<file path="src/rtl/vloop_pkg.sv">
package vloop_pkg;
  typedef enum logic [2:0] {
    ST_FETCH  = 3'd0,
    ST_DECODE = 3'd1,
    ST_XSTART = 3'd2,
    ST_XWAIT  = 3'd3,
    ST_REDEC  = 3'd4
  } ctl_state_e;

  localparam int PFX_BYTES   = 8;
  localparam int PLAIN_BYTES = 4;
endpackage

</file>
<file path="src/rtl/vloop_seq.sv">
module vloop_seq
  import vloop_pkg::*;
(
  input  logic       clk,
  input  logic       rst_n,
  input  logic       core_stop_i,
  input  logic       fetch_ack_i,
  input  logic       dec_valid_i,
  input  logic       dec_prefixed_i,
  input  logic       vl_zero_i,
  input  logic       exec_busy_i,
  input  logic       chg_i,
  input  logic       last_i,
  output ctl_state_e state_o,
  output logic       fetch_req_o,
  output logic       fetch_fire_o,
  output logic       dec_req_o,
  output logic       dec_cap_o,
  output logic       skip_o,
  output logic       exec_start_o,
  output logic       xwait_o,
  output logic       finish_o,
  output logic       loop_step_o,
  output logic       done_o
);
  ctl_state_e state_q, state_d;
  logic       done_q, done_d;
  logic       xend, redirect;

  always_comb begin
    fetch_req_o  = (state_q == ST_FETCH) && !core_stop_i;
    fetch_fire_o = fetch_req_o && fetch_ack_i;
    dec_req_o    = (state_q == ST_DECODE) || (state_q == ST_REDEC);
    dec_cap_o    = (state_q == ST_DECODE) && dec_valid_i;
    skip_o       = dec_cap_o && dec_prefixed_i && vl_zero_i;
    exec_start_o = (state_q == ST_XSTART);
    xwait_o      = (state_q == ST_XWAIT);
    xend         = xwait_o && !exec_busy_i;
    redirect     = xend && chg_i;
    finish_o     = xend && !chg_i && last_i;
    loop_step_o  = xend && !chg_i && !last_i;
    done_d       = skip_o || redirect || finish_o;
  end

  always_comb begin
    state_d = state_q;
    unique case (state_q)
      ST_FETCH:  if (fetch_fire_o) state_d = ST_DECODE;
      ST_DECODE: if (dec_valid_i)  state_d = skip_o ? ST_FETCH : ST_XSTART;
      ST_XSTART: if (exec_busy_i)  state_d = ST_XWAIT;
      ST_XWAIT:  if (!exec_busy_i) state_d = (redirect || finish_o) ? ST_FETCH : ST_REDEC;
      ST_REDEC:  if (dec_valid_i)  state_d = ST_XSTART;
      default:                     state_d = ST_FETCH;
    endcase
  end

  always_ff @(posedge clk or negedge rst_n) begin
    if (!rst_n) begin
      state_q <= ST_FETCH;
      done_q  <= 1'b0;
    end else begin
      state_q <= state_d;
      done_q  <= done_d;
    end
  end

  assign state_o = state_q;
  assign done_o  = done_q;
endmodule

</file>
<file path="src/rtl/vloop_hold.sv">
module vloop_hold #(
  parameter int INSN_W = 64
) (
  input  logic              clk,
  input  logic              rst_n,
  input  logic              fetch_fire_i,
  input  logic [INSN_W-1:0] fetch_insn_i,
  input  logic              dec_cap_i,
  input  logic              dec_prefixed_i,
  input  logic              dec_vdest_i,
  input  logic              xwait_i,
  input  logic              pc_chg_i,
  input  logic              st_chg_i,
  output logic [INSN_W-1:0] insn_o,
  output logic              pfx_o,
  output logic              vdest_o,
  output logic              chg_o
);
  logic [INSN_W-1:0] insn_q;
  logic              pfx_q, vdest_q, sticky_q, sticky_d, sticky_en;
  logic              live_chg;

  always_comb begin
    live_chg  = xwait_i && (pc_chg_i || st_chg_i);
    sticky_en = fetch_fire_i || live_chg;
    sticky_d  = fetch_fire_i ? 1'b0 : 1'b1;
  end

  always_ff @(posedge clk or negedge rst_n) begin
    if (!rst_n) begin
      insn_q   <= '0;
      pfx_q    <= 1'b0;
      vdest_q  <= 1'b0;
      sticky_q <= 1'b0;
    end else begin
      if (fetch_fire_i) insn_q <= fetch_insn_i;
      if (dec_cap_i) begin
        pfx_q   <= dec_prefixed_i;
        vdest_q <= dec_vdest_i;
      end
      if (sticky_en) sticky_q <= sticky_d;
    end
  end

  assign insn_o  = insn_q;
  assign pfx_o   = pfx_q;
  assign vdest_o = vdest_q;
  assign chg_o   = sticky_q || live_chg;
endmodule

</file>
<file path="src/rtl/vloop_regs.sv">
module vloop_regs
  import vloop_pkg::*;
#(
  parameter int PC_W   = 32,
  parameter int VL_MAX = 64,
  parameter int STEP_W = 7
) (
  input  logic              clk,
  input  logic              rst_n,
  input  logic              dbg_en_i,
  input  logic              dbg_pc_we_i,
  input  logic [PC_W-1:0]   dbg_pc_i,
  input  logic              dbg_st_we_i,
  input  logic [STEP_W-1:0] dbg_vl_i,
  input  logic [STEP_W-1:0] dbg_step_i,
  input  logic              skip_i,
  input  logic              finish_i,
  input  logic              loop_step_i,
  input  logic              pfx_i,
  input  logic              vdest_i,
  output logic [PC_W-1:0]   pc_o,
  output logic [STEP_W-1:0] vl_o,
  output logic [STEP_W-1:0] step_o,
  output logic              vl_zero_o,
  output logic              last_o
);
  localparam logic [STEP_W-1:0] VL_CAP = STEP_W'(VL_MAX);
  localparam logic [PC_W-1:0]   ADV_L  = PC_W'(PFX_BYTES);
  localparam logic [PC_W-1:0]   ADV_S  = PC_W'(PLAIN_BYTES);

  logic [PC_W-1:0]   pc_q, pc_d;
  logic [STEP_W-1:0] vl_q, vl_d, step_q, step_d;
  logic              pc_en, vl_en, step_en, adv, adv_long;
  logic [STEP_W:0]   step_nx;

  always_comb begin
    adv      = skip_i || finish_i;
    adv_long = skip_i || (finish_i && pfx_i);
    pc_en    = (dbg_en_i && dbg_pc_we_i) || adv;
    pc_d     = (dbg_en_i && dbg_pc_we_i) ? dbg_pc_i
                                         : pc_q + (adv_long ? ADV_L : ADV_S);
    vl_en    = dbg_en_i && dbg_st_we_i;
    vl_d     = (dbg_vl_i > VL_CAP) ? VL_CAP : dbg_vl_i;
    step_en  = vl_en || adv || loop_step_i;
    if (vl_en)    step_d = dbg_step_i;
    else if (adv) step_d = '0;
    else          step_d = step_q + 1'b1;
    step_nx   = {1'b0, step_q} + 1'b1;
    vl_zero_o = (vl_q == '0);
    last_o    = !pfx_i || !vdest_i || (step_nx >= {1'b0, vl_q});
  end

  always_ff @(posedge clk or negedge rst_n) begin
    if (!rst_n) begin
      pc_q   <= '0;
      vl_q   <= '0;
      step_q <= '0;
    end else begin
      if (pc_en)   pc_q   <= pc_d;
      if (vl_en)   vl_q   <= vl_d;
      if (step_en) step_q <= step_d;
    end
  end

  assign pc_o   = pc_q;
  assign vl_o   = vl_q;
  assign step_o = step_q;
endmodule

</file>
<file path="src/rtl/vloop_issue_ctrl.sv">
module vloop_issue_ctrl
  import vloop_pkg::*;
#(
  parameter int PC_W   = 32,
  parameter int INSN_W = 64,
  parameter int VL_MAX = 64,
  localparam int STEP_W = $clog2(VL_MAX + 1)
) (
  input  logic              clk,
  input  logic              rst_n,
  input  logic              core_stop_i,
  input  logic              dbg_pc_we_i,
  input  logic [PC_W-1:0]   dbg_pc_i,
  input  logic              dbg_st_we_i,
  input  logic [STEP_W-1:0] dbg_vl_i,
  input  logic [STEP_W-1:0] dbg_step_i,
  output logic              fetch_req_o,
  output logic [PC_W-1:0]   fetch_addr_o,
  input  logic              fetch_ack_i,
  input  logic [INSN_W-1:0] fetch_insn_i,
  output logic              dec_req_o,
  output logic [INSN_W-1:0] dec_insn_o,
  input  logic              dec_valid_i,
  input  logic              dec_prefixed_i,
  input  logic              dec_vdest_i,
  output logic              exec_start_o,
  input  logic              exec_busy_i,
  input  logic              exec_pc_chg_i,
  input  logic              exec_st_chg_i,
  output logic [PC_W-1:0]   pc_o,
  output logic [STEP_W-1:0] vl_o,
  output logic [STEP_W-1:0] step_o,
  output logic              insn_done_o
);
  ctl_state_e st_w;
  logic fetch_fire_w, dec_cap_w, skip_w, xwait_w, finish_w, loop_step_w;
  logic chg_w, last_w, vl_zero_w, pfx_w, vdest_w, dbg_en_w;

  assign dbg_en_w     = (st_w == ST_FETCH) && core_stop_i;
  assign fetch_addr_o = pc_o;

  vloop_seq u_seq (
    .clk            (clk),
    .rst_n          (rst_n),
    .core_stop_i    (core_stop_i),
    .fetch_ack_i    (fetch_ack_i),
    .dec_valid_i    (dec_valid_i),
    .dec_prefixed_i (dec_prefixed_i),
    .vl_zero_i      (vl_zero_w),
    .exec_busy_i    (exec_busy_i),
    .chg_i          (chg_w),
    .last_i         (last_w),
    .state_o        (st_w),
    .fetch_req_o    (fetch_req_o),
    .fetch_fire_o   (fetch_fire_w),
    .dec_req_o      (dec_req_o),
    .dec_cap_o      (dec_cap_w),
    .skip_o         (skip_w),
    .exec_start_o   (exec_start_o),
    .xwait_o        (xwait_w),
    .finish_o       (finish_w),
    .loop_step_o    (loop_step_w),
    .done_o         (insn_done_o)
  );

  vloop_hold #(.INSN_W(INSN_W)) u_hold (
    .clk            (clk),
    .rst_n          (rst_n),
    .fetch_fire_i   (fetch_fire_w),
    .fetch_insn_i   (fetch_insn_i),
    .dec_cap_i      (dec_cap_w),
    .dec_prefixed_i (dec_prefixed_i),
    .dec_vdest_i    (dec_vdest_i),
    .xwait_i        (xwait_w),
    .pc_chg_i       (exec_pc_chg_i),
    .st_chg_i       (exec_st_chg_i),
    .insn_o         (dec_insn_o),
    .pfx_o          (pfx_w),
    .vdest_o        (vdest_w),
    .chg_o          (chg_w)
  );

  vloop_regs #(.PC_W(PC_W), .VL_MAX(VL_MAX), .STEP_W(STEP_W)) u_regs (
    .clk         (clk),
    .rst_n       (rst_n),
    .dbg_en_i    (dbg_en_w),
    .dbg_pc_we_i (dbg_pc_we_i),
    .dbg_pc_i    (dbg_pc_i),
    .dbg_st_we_i (dbg_st_we_i),
    .dbg_vl_i    (dbg_vl_i),
    .dbg_step_i  (dbg_step_i),
    .skip_i      (skip_w),
    .finish_i    (finish_w),
    .loop_step_i (loop_step_w),
    .pfx_i       (pfx_w),
    .vdest_i     (vdest_w),
    .pc_o        (pc_o),
    .vl_o        (vl_o),
    .step_o      (step_o),
    .vl_zero_o   (vl_zero_w),
    .last_o      (last_w)
  );
endmodule

</file>
<file path="config.mk">
export PLATFORM = sky130hd
export DESIGN_NAME = vloop_issue_ctrl
export DESIGN_NICKNAME = d
export VERILOG_FILES = /design/src/rtl/vloop_pkg.sv /design/src/rtl/vloop_seq.sv /design/src/rtl/vloop_hold.sv /design/src/rtl/vloop_regs.sv /design/src/rtl/vloop_issue_ctrl.sv
export SDC_FILE = /design/constraint.sdc
export NUM_CORES = 1
export LEC_CHECK = 0
export ABC_AREA = 1
export CAP_MARGIN = 20
export CORE_MARGIN = 2
export CORE_UTILIZATION = 45
export CTS_BUF_LIST = sky130_fd_sc_hd__clkbuf_2 sky130_fd_sc_hd__clkbuf_4 sky130_fd_sc_hd__clkbuf_8
export DETAILED_ROUTE_END_ITERATION = 16
export DONT_BUFFER_PORTS = 1
export SLEW_MARGIN = 20
export SYNTH_ARGS = -nofsm -noshare
export SYNTH_HDL_FRONTEND = slang
export SYNTH_SLANG_ARGS = --single-unit
export TNS_END_PERCENT = 50
</file>
<file path="constraint.sdc">
create_clock -name clk -period 8.9 [get_ports clk]
set_input_delay 1.78 -clock clk [delete_from_list [all_inputs] [get_ports clk]]
set_output_delay 1.78 -clock clk [all_outputs]
set_load 0.03 [all_outputs]
</file>
### After elaboration in Yosys (flattened, before gate mapping)

Index checks and enable logic that the tools add are counted.

| cells by class | value |
|---|---|
| $add $sub $neg | 3 |
| order comparisons | 2 |
| equality and inequality tests | 9 |
| multiplexer cells | 14 |
| reductions and logical operators | 38 |

Operators by type and width:

| operator | count |
|---|---|
| adder 32 bit | 1 |
| 2-to-1 mux 32 bit | 1 |
| 2-to-1 mux 7 bit | 3 |
| 2-to-1 mux 3 bit | 6 |
| logical AND 1 bit | 15 |
| one-hot mux 3 bit (5 select lines) | 1 |
| logical OR 1 bit | 14 |
| adder 7 x 1 -> 8 bit, second input constant | 1 |
| greater-or-equal comparator 8 x 7 -> 1 bit | 1 |
| adder 7 x 1 -> 7 bit, second input constant | 1 |
| greater-than comparator 7 bit, second input constant | 1 |
| logical NOT 7 bit | 1 |
| == test 3 x 2 -> 1 bit, second input constant | 2 |
| logical NOT 1 bit | 6 |
| inequality test 2 bit, second input constant | 3 |
| AND reduction 5 bit | 1 |
| 2-to-1 mux 4 bit | 1 |
| inequality test 2 x 1 -> 1 bit, second input constant | 2 |
| == test 3 x 1 -> 1 bit, second input constant | 1 |
| == test 3 bit, second input constant | 1 |
| logical NOT 3 bit | 1 |
| 2-to-1 mux 2 bit | 1 |
| 2-to-1 mux 1 bit | 1 |

| storage, ports and cells | value |
|---|---|
| register bits after elaboration | 117 |
| bits of input ports | 122 |
| output and inout port bits | 146 |
| logic and storage cells | 75 |

### Longest topological paths before layout

| logic depth | value |
|---|---|
| depth in word-level cells | 11 |
| gate-level depth with buffers | 28 |

### Hierarchy

Synthesis repeated with hierarchy kept, for this count alone.

| second synthesis, totals | value |
|---|---|
| cells, all modules | 899 |
| area, all modules | 6611.3 µm² |

Modules (own cells, without submodules):

| module | instances | cells an instance | area an instance (µm²) | sequential area each (µm²) |
|---|---|---|---|---|
| vloop_regs | 1 | 531 | 3419.5 | 1151.1 |
| vloop_hold | 1 | 283 | 2598.7 | 1676.6 |
| vloop_seq | 1 | 47 | 330.3 | 100.1 |
| vloop_issue_ctrl | 1 | 38 | 262.8 | 0.0 |

### Least setup slack after synthesis

OpenSTA, ideal clock, no wires.

| timing path | value |
|---|---|
| kind | input to output |
| from | in core_stop_i |
| to | out fetch_req_o |
| data arrival time | 2.681 ns |
| required time | 7.120 ns |
| path slack | 4.439 ns |
| cell stages on the path | 1 |
| cells stage by stage | nor4_1 |

| on the way | value |
|---|---|
| word-level cells in the longest chain between the ends | 2 |

Ends and longest elaborated chain:

| item | line | text |
|---|---|---|
| from (decl) | vloop_issue_ctrl.sv:11 | `input logic core_stop_i,` |
| logical NOT 1 bit | vloop_seq.sv:31 | `fetch_req_o = (state_q == ST_FETCH) && !core_stop_i;` |
| logical AND 1 bit | vloop_seq.sv:31 |  |
| to (decl) | vloop_issue_ctrl.sv:17 | `output logic fetch_req_o,` |

No other way between the ends.

### Worst setup path after layout

| timing path | value |
|---|---|
| from | reg u_regs.step_q[0] (netlist: u_regs.step_o[0]) |
| to | reg u_regs.pc_q[20] (netlist: u_regs.pc_o[20]) |

| on the way | value |
|---|---|
| word-level cells in the longest chain between the ends | 9 |
| elaborated cells between the ends (all ways) | 11 |
| classes of those cells | add/sub: 2; order compare: 1; mux: 2; reduce/logical: 6 |

Ends and longest elaborated chain:

| item | line | text |
|---|---|---|
| from (decl) | vloop_regs.sv:32 | `logic [STEP_W-1:0] vl_q, vl_d, step_q, step_d;` |
| from (signal assigned) | vloop_regs.sv:61 | `if (step_en) step_q <= step_d;` |
| adder 7 x 1 -> 8 bit (*) | vloop_regs.sv:48 | `step_nx = {1'b0, step_q} + 1'b1;` |
| greater-or-equal comparator 8 x 7 -> 1 bit (*) | vloop_regs.sv:50 | `last_o = !pfx_i \|\| !vdest_i \|\| (step_nx >= {1'b0, vl_q});` |
| logical OR 1 bit (*) | vloop_regs.sv:50 |  |
| logical AND 1 bit (*) | vloop_seq.sv:40 | `finish_o = xend && !chg_i && last_i;` |
| logical AND 1 bit | vloop_regs.sv:38 | `adv_long = skip_i \|\| (finish_i && pfx_i);` |
| logical OR 1 bit | vloop_regs.sv:38 |  |
| 2-to-1 mux 4 bit | vloop_regs.sv:41 | `: pc_q + (adv_long ? ADV_L : ADV_S);` |
| adder 32 bit | vloop_regs.sv:41 |  |
| 2-to-1 mux 32 bit | vloop_regs.sv:40 | `pc_d = (dbg_en_i && dbg_pc_we_i) ? dbg_pc_i` |
| to (signal assigned) | vloop_regs.sv:59 | `if (pc_en) pc_q <= pc_d;` |
| to (decl) | vloop_regs.sv:31 | `logic [PC_W-1:0] pc_q, pc_d;` |

Mark *: on every way between the ends. The rest lies on a longest branch, timed or not.
A chain may end at the register's enable or synchronous reset.

==> results.toml <==
[sta]
timing_hold_violations_final = 0
tightest_slew_ns = 0.8674
setup-violations-final = 0
clock_skew_ns = 0.009434
period_needed_ns = 4.663
maxSlewHeadroom = 0.4217
setup_tns_ns = 0
rsz0062_at_grt = "no"
fmax_mhz = 214.5
slew_viol_final = 0
finalCritPeriodShare = 0.5239
fin_ws_ns = 4.237

[power_and_ir_drop]
power_frac_comb = 0.229
p_seq_frac = 0.601
max-vdd-ir-drop_v = 0.0001932
leakage_nw = 3.206
power_density_nw_per_um2 = 429.0
p_switching_mw = 1.529
switching_share = 0.5322
power.internal_mw = 1.344
clockPowerShare = 0.170

[critical_path]
crit_required_ns = 9.22
worstPathMaxFanout = 32
path_class = "register to register"
arrival_ns = 4.98
start_kind = "register"
worst_path_most_repeated_cell = "nand2_1"
crit_slowest_cell = "dfrtp_1"
slowest_delay_ns = 0.64
crit_chain = "ha_1, nand3_1, nor2_1, xor2_1, ha_1, nand2_1, nand2_1, nor2_1, nand3_1, nand2_2, a21oi_1, inv_1, ha_1, fa_1, nand3_1, nor2_2, nand2_1, nor2_1, nand3_1, nand3_1, nand2_1, nand2_1, nand2_1"
end_kind = "register"

[clocking]
postCtsHoldBufs = 0
clockRootBuffer = "clkbuf_8"
cts_setup_buffers = 0
cts_sinks = 117
cts_buffers = 17
cts_resized = 0
clk_pin_slew_ns = 0.08
cts_tree = "done"
clock_path_buffers = 2
htreeDepth = 4
clkLatencyLatePin_ns = 0.43

[route]
drc = 0
ant_nets = 0
wl_per_cell_um = 17.75
via_count = 4937
drtIter0Drc = 246
dr.pass1.iters = 6
vias_per_cell = 5.326
finalWirelength_um = 16450

[placement]
port_buffers = 0
place_area_um2 = 6302
gp_congestion = 0.8775
dp_slack_ns = 3.839
hpwlAfterDp_um = 12150

[finish]
num-fill-cells = 1332
final_util = 0.4807
antennaDiodeCount = 0
nets = 868
final_common_cell = "nand2_1"
layout-drive-gt1-share = 0.1499
final_cell_mix = "nand2_1 (285), dfrtp_1 (117), mux2_2 (64)"
area.growth.synth_to_final_pct = 4.164
final_design_area_no_fill_um2 = 6698

[synth]
synth_area_leader_cell = "dfrtp_1"
synth-seq-cells = 117
ys.flop_type = "dfrtp_1"
synth_nets = 902
syn_avg_cell_area_um2 = 8.361
synthCells = 769
yosysSeqAreaShare = 0.4553
yosysTopAreaCellShare = 0.4553
synth_async_sr_flop_share = 1.000
synth_area_um2 = 6430
yosys_warnings = 0
ys_top_cells_by_area = "dfrtp_1 (46%), nand2_1 (17%), mux2_2 (11%), nand3_1 (4.8%), buf_4 (3.9%)"
synth_cell_types = 31
synth_edf_count = 0

[grt]
grt_pass1_vias = 5188
grt_use_total = 0.2213
grt_max_degree = 118
overflow = 0
antenna_found_initial = 0
grt_pass1_wl_um = 25670

[die]
start_util = 0.4614
die_h_um = 123.5
die_w_um = 123.5
rows = 43
core_um2 = 13930
num_io_pins = 268
die-area_um2 = 15260

[worst_hold_path]
hold_path.class = "register to register"

[run]
cap_violations = 0

[status]
status = "complete, no violations"
==> Yosys cell counts, types with 2 or more instances <==
cell        n
nand2_1   285
dfrtp_1   117
mux2_2     64
nand3_1    62
nor2_1     60
inv_1      40
buf_4      33
o21ai_0    17
buf_2      15
nand3b_1   12
xor2_1     12
ha_1       10
clkbuf_1    5
nand4_1     5
a21oi_1     4
buf_6       3
nand2_2     3
or2_2       3
inv_2       2
nand3_2     2
nor2_4      2
nor3_1      2
nor4_1      2
xnor2_1     2
==> worst max-delay path, delay by kind of cell (launching register included) <==
family	cells	cell delay (ns)
XOR/XNOR	1	0.24
adder cells (fa/ha/maj)	4	1.03
AO/OA/AOI/OAI	1	0.20
AND/OR/NAND/NOR	16	2.33
flip-flops	1	0.64
buffers and inverters	1	0.11
==> logic make-up after synthesis <==
group | synth area share
compound gates | 0.01965
xor+xnor | 0.01907
fa+ha+maj | 0.02257
buf+inv | 0.08290
flops | 0.4553
mux | 0.1121
simple gates | 0.2884
==> power groups by stage <==
stage	sequential (mW)	combinational [mW]	clock, mW
final	1.73	0.657	0.489
after global routing	1.78	0.756	0.532
after CTS	1.73	0.661	0.499
after detailed placement	1.74	0.662	0
after global placement	1.74	0.631	0
after floorplan	1.48	0.811	0
==> per-layer routing <==
| metal | vias up | wire (um) | GRT usage |
|---|---|---|---|
| met3 | 40 | 1496 | 0.08625 |
| li1 | 2370 | - | - |
| met1 | 2304 | 6187 | 0.2434 |
| met5 | - | 0 | 0 |
| met2 | 223 | 8231 | 0.3709 |
| met4 | 0 | 534 | 0.1115 |
==> sequential cells by signal, summed over array words and instances (netlist names) <==
| name | count |
|---|---|
| u_seq.done_o | 1 |
| u_hold.pfx_o | 1 |
| u_regs.pc_o | 32 |
| u_hold.sticky_q | 1 |
| u_regs.vl_o | 7 |
| u_hold.vdest_o | 1 |
| u_seq.state_o | 3 |
| u_hold.insn_o | 64 |
| u_regs.step_o | 7 |
==> stage by stage <==
stage	std cells	hold WS (ns)	power (mW)
global placement	896	0.5299	2.368
global route	927	0.5963	3.071
CTS	927	0.5619	2.894
floorplan	769	0.5044	2.286
detailed placement	896	0.5438	2.398
finish	927	0.5490	2.873
==> path summary, 6_finish.rpt <==
path / start / to / slack [ns] / cells after the start
worst max-delay path: u_regs.step_o[0] / u_regs.pc_o[20] / 4.24 / 23
worst min-delay path: u_hold.vdest_o / u_hold.vdest_o / 0.55 / 2
worst max register to register: u_regs.step_o[0] / u_regs.pc_o[20] / 4.24 / 23
worst min register to register: u_hold.vdest_o / u_hold.vdest_o / 0.55 / 2
max in group asynchronous: rst_n / u_seq.done_o / 7.64 / 0
min in group asynchronous: rst_n / u_regs.step_o[6] / 1.04 / 0
==> final cells by class <==
class / instances / area, um^2 / share of cell area
clock buffers: 18 / 247.7 / 0.03699
clock inverters: 13 / 147.6 / 0.02204
repair buffers: 3 / 22.52 / 0.003363
inverters: 42 / 157.7 / 0.02354
flip-flops and latches: 117 / 2928 / 0.4371
well taps: 180 / 225.2 / 0.03363
multi-input cells: 554 / 2969 / 0.4433
(Power assumes the default switching activity.)
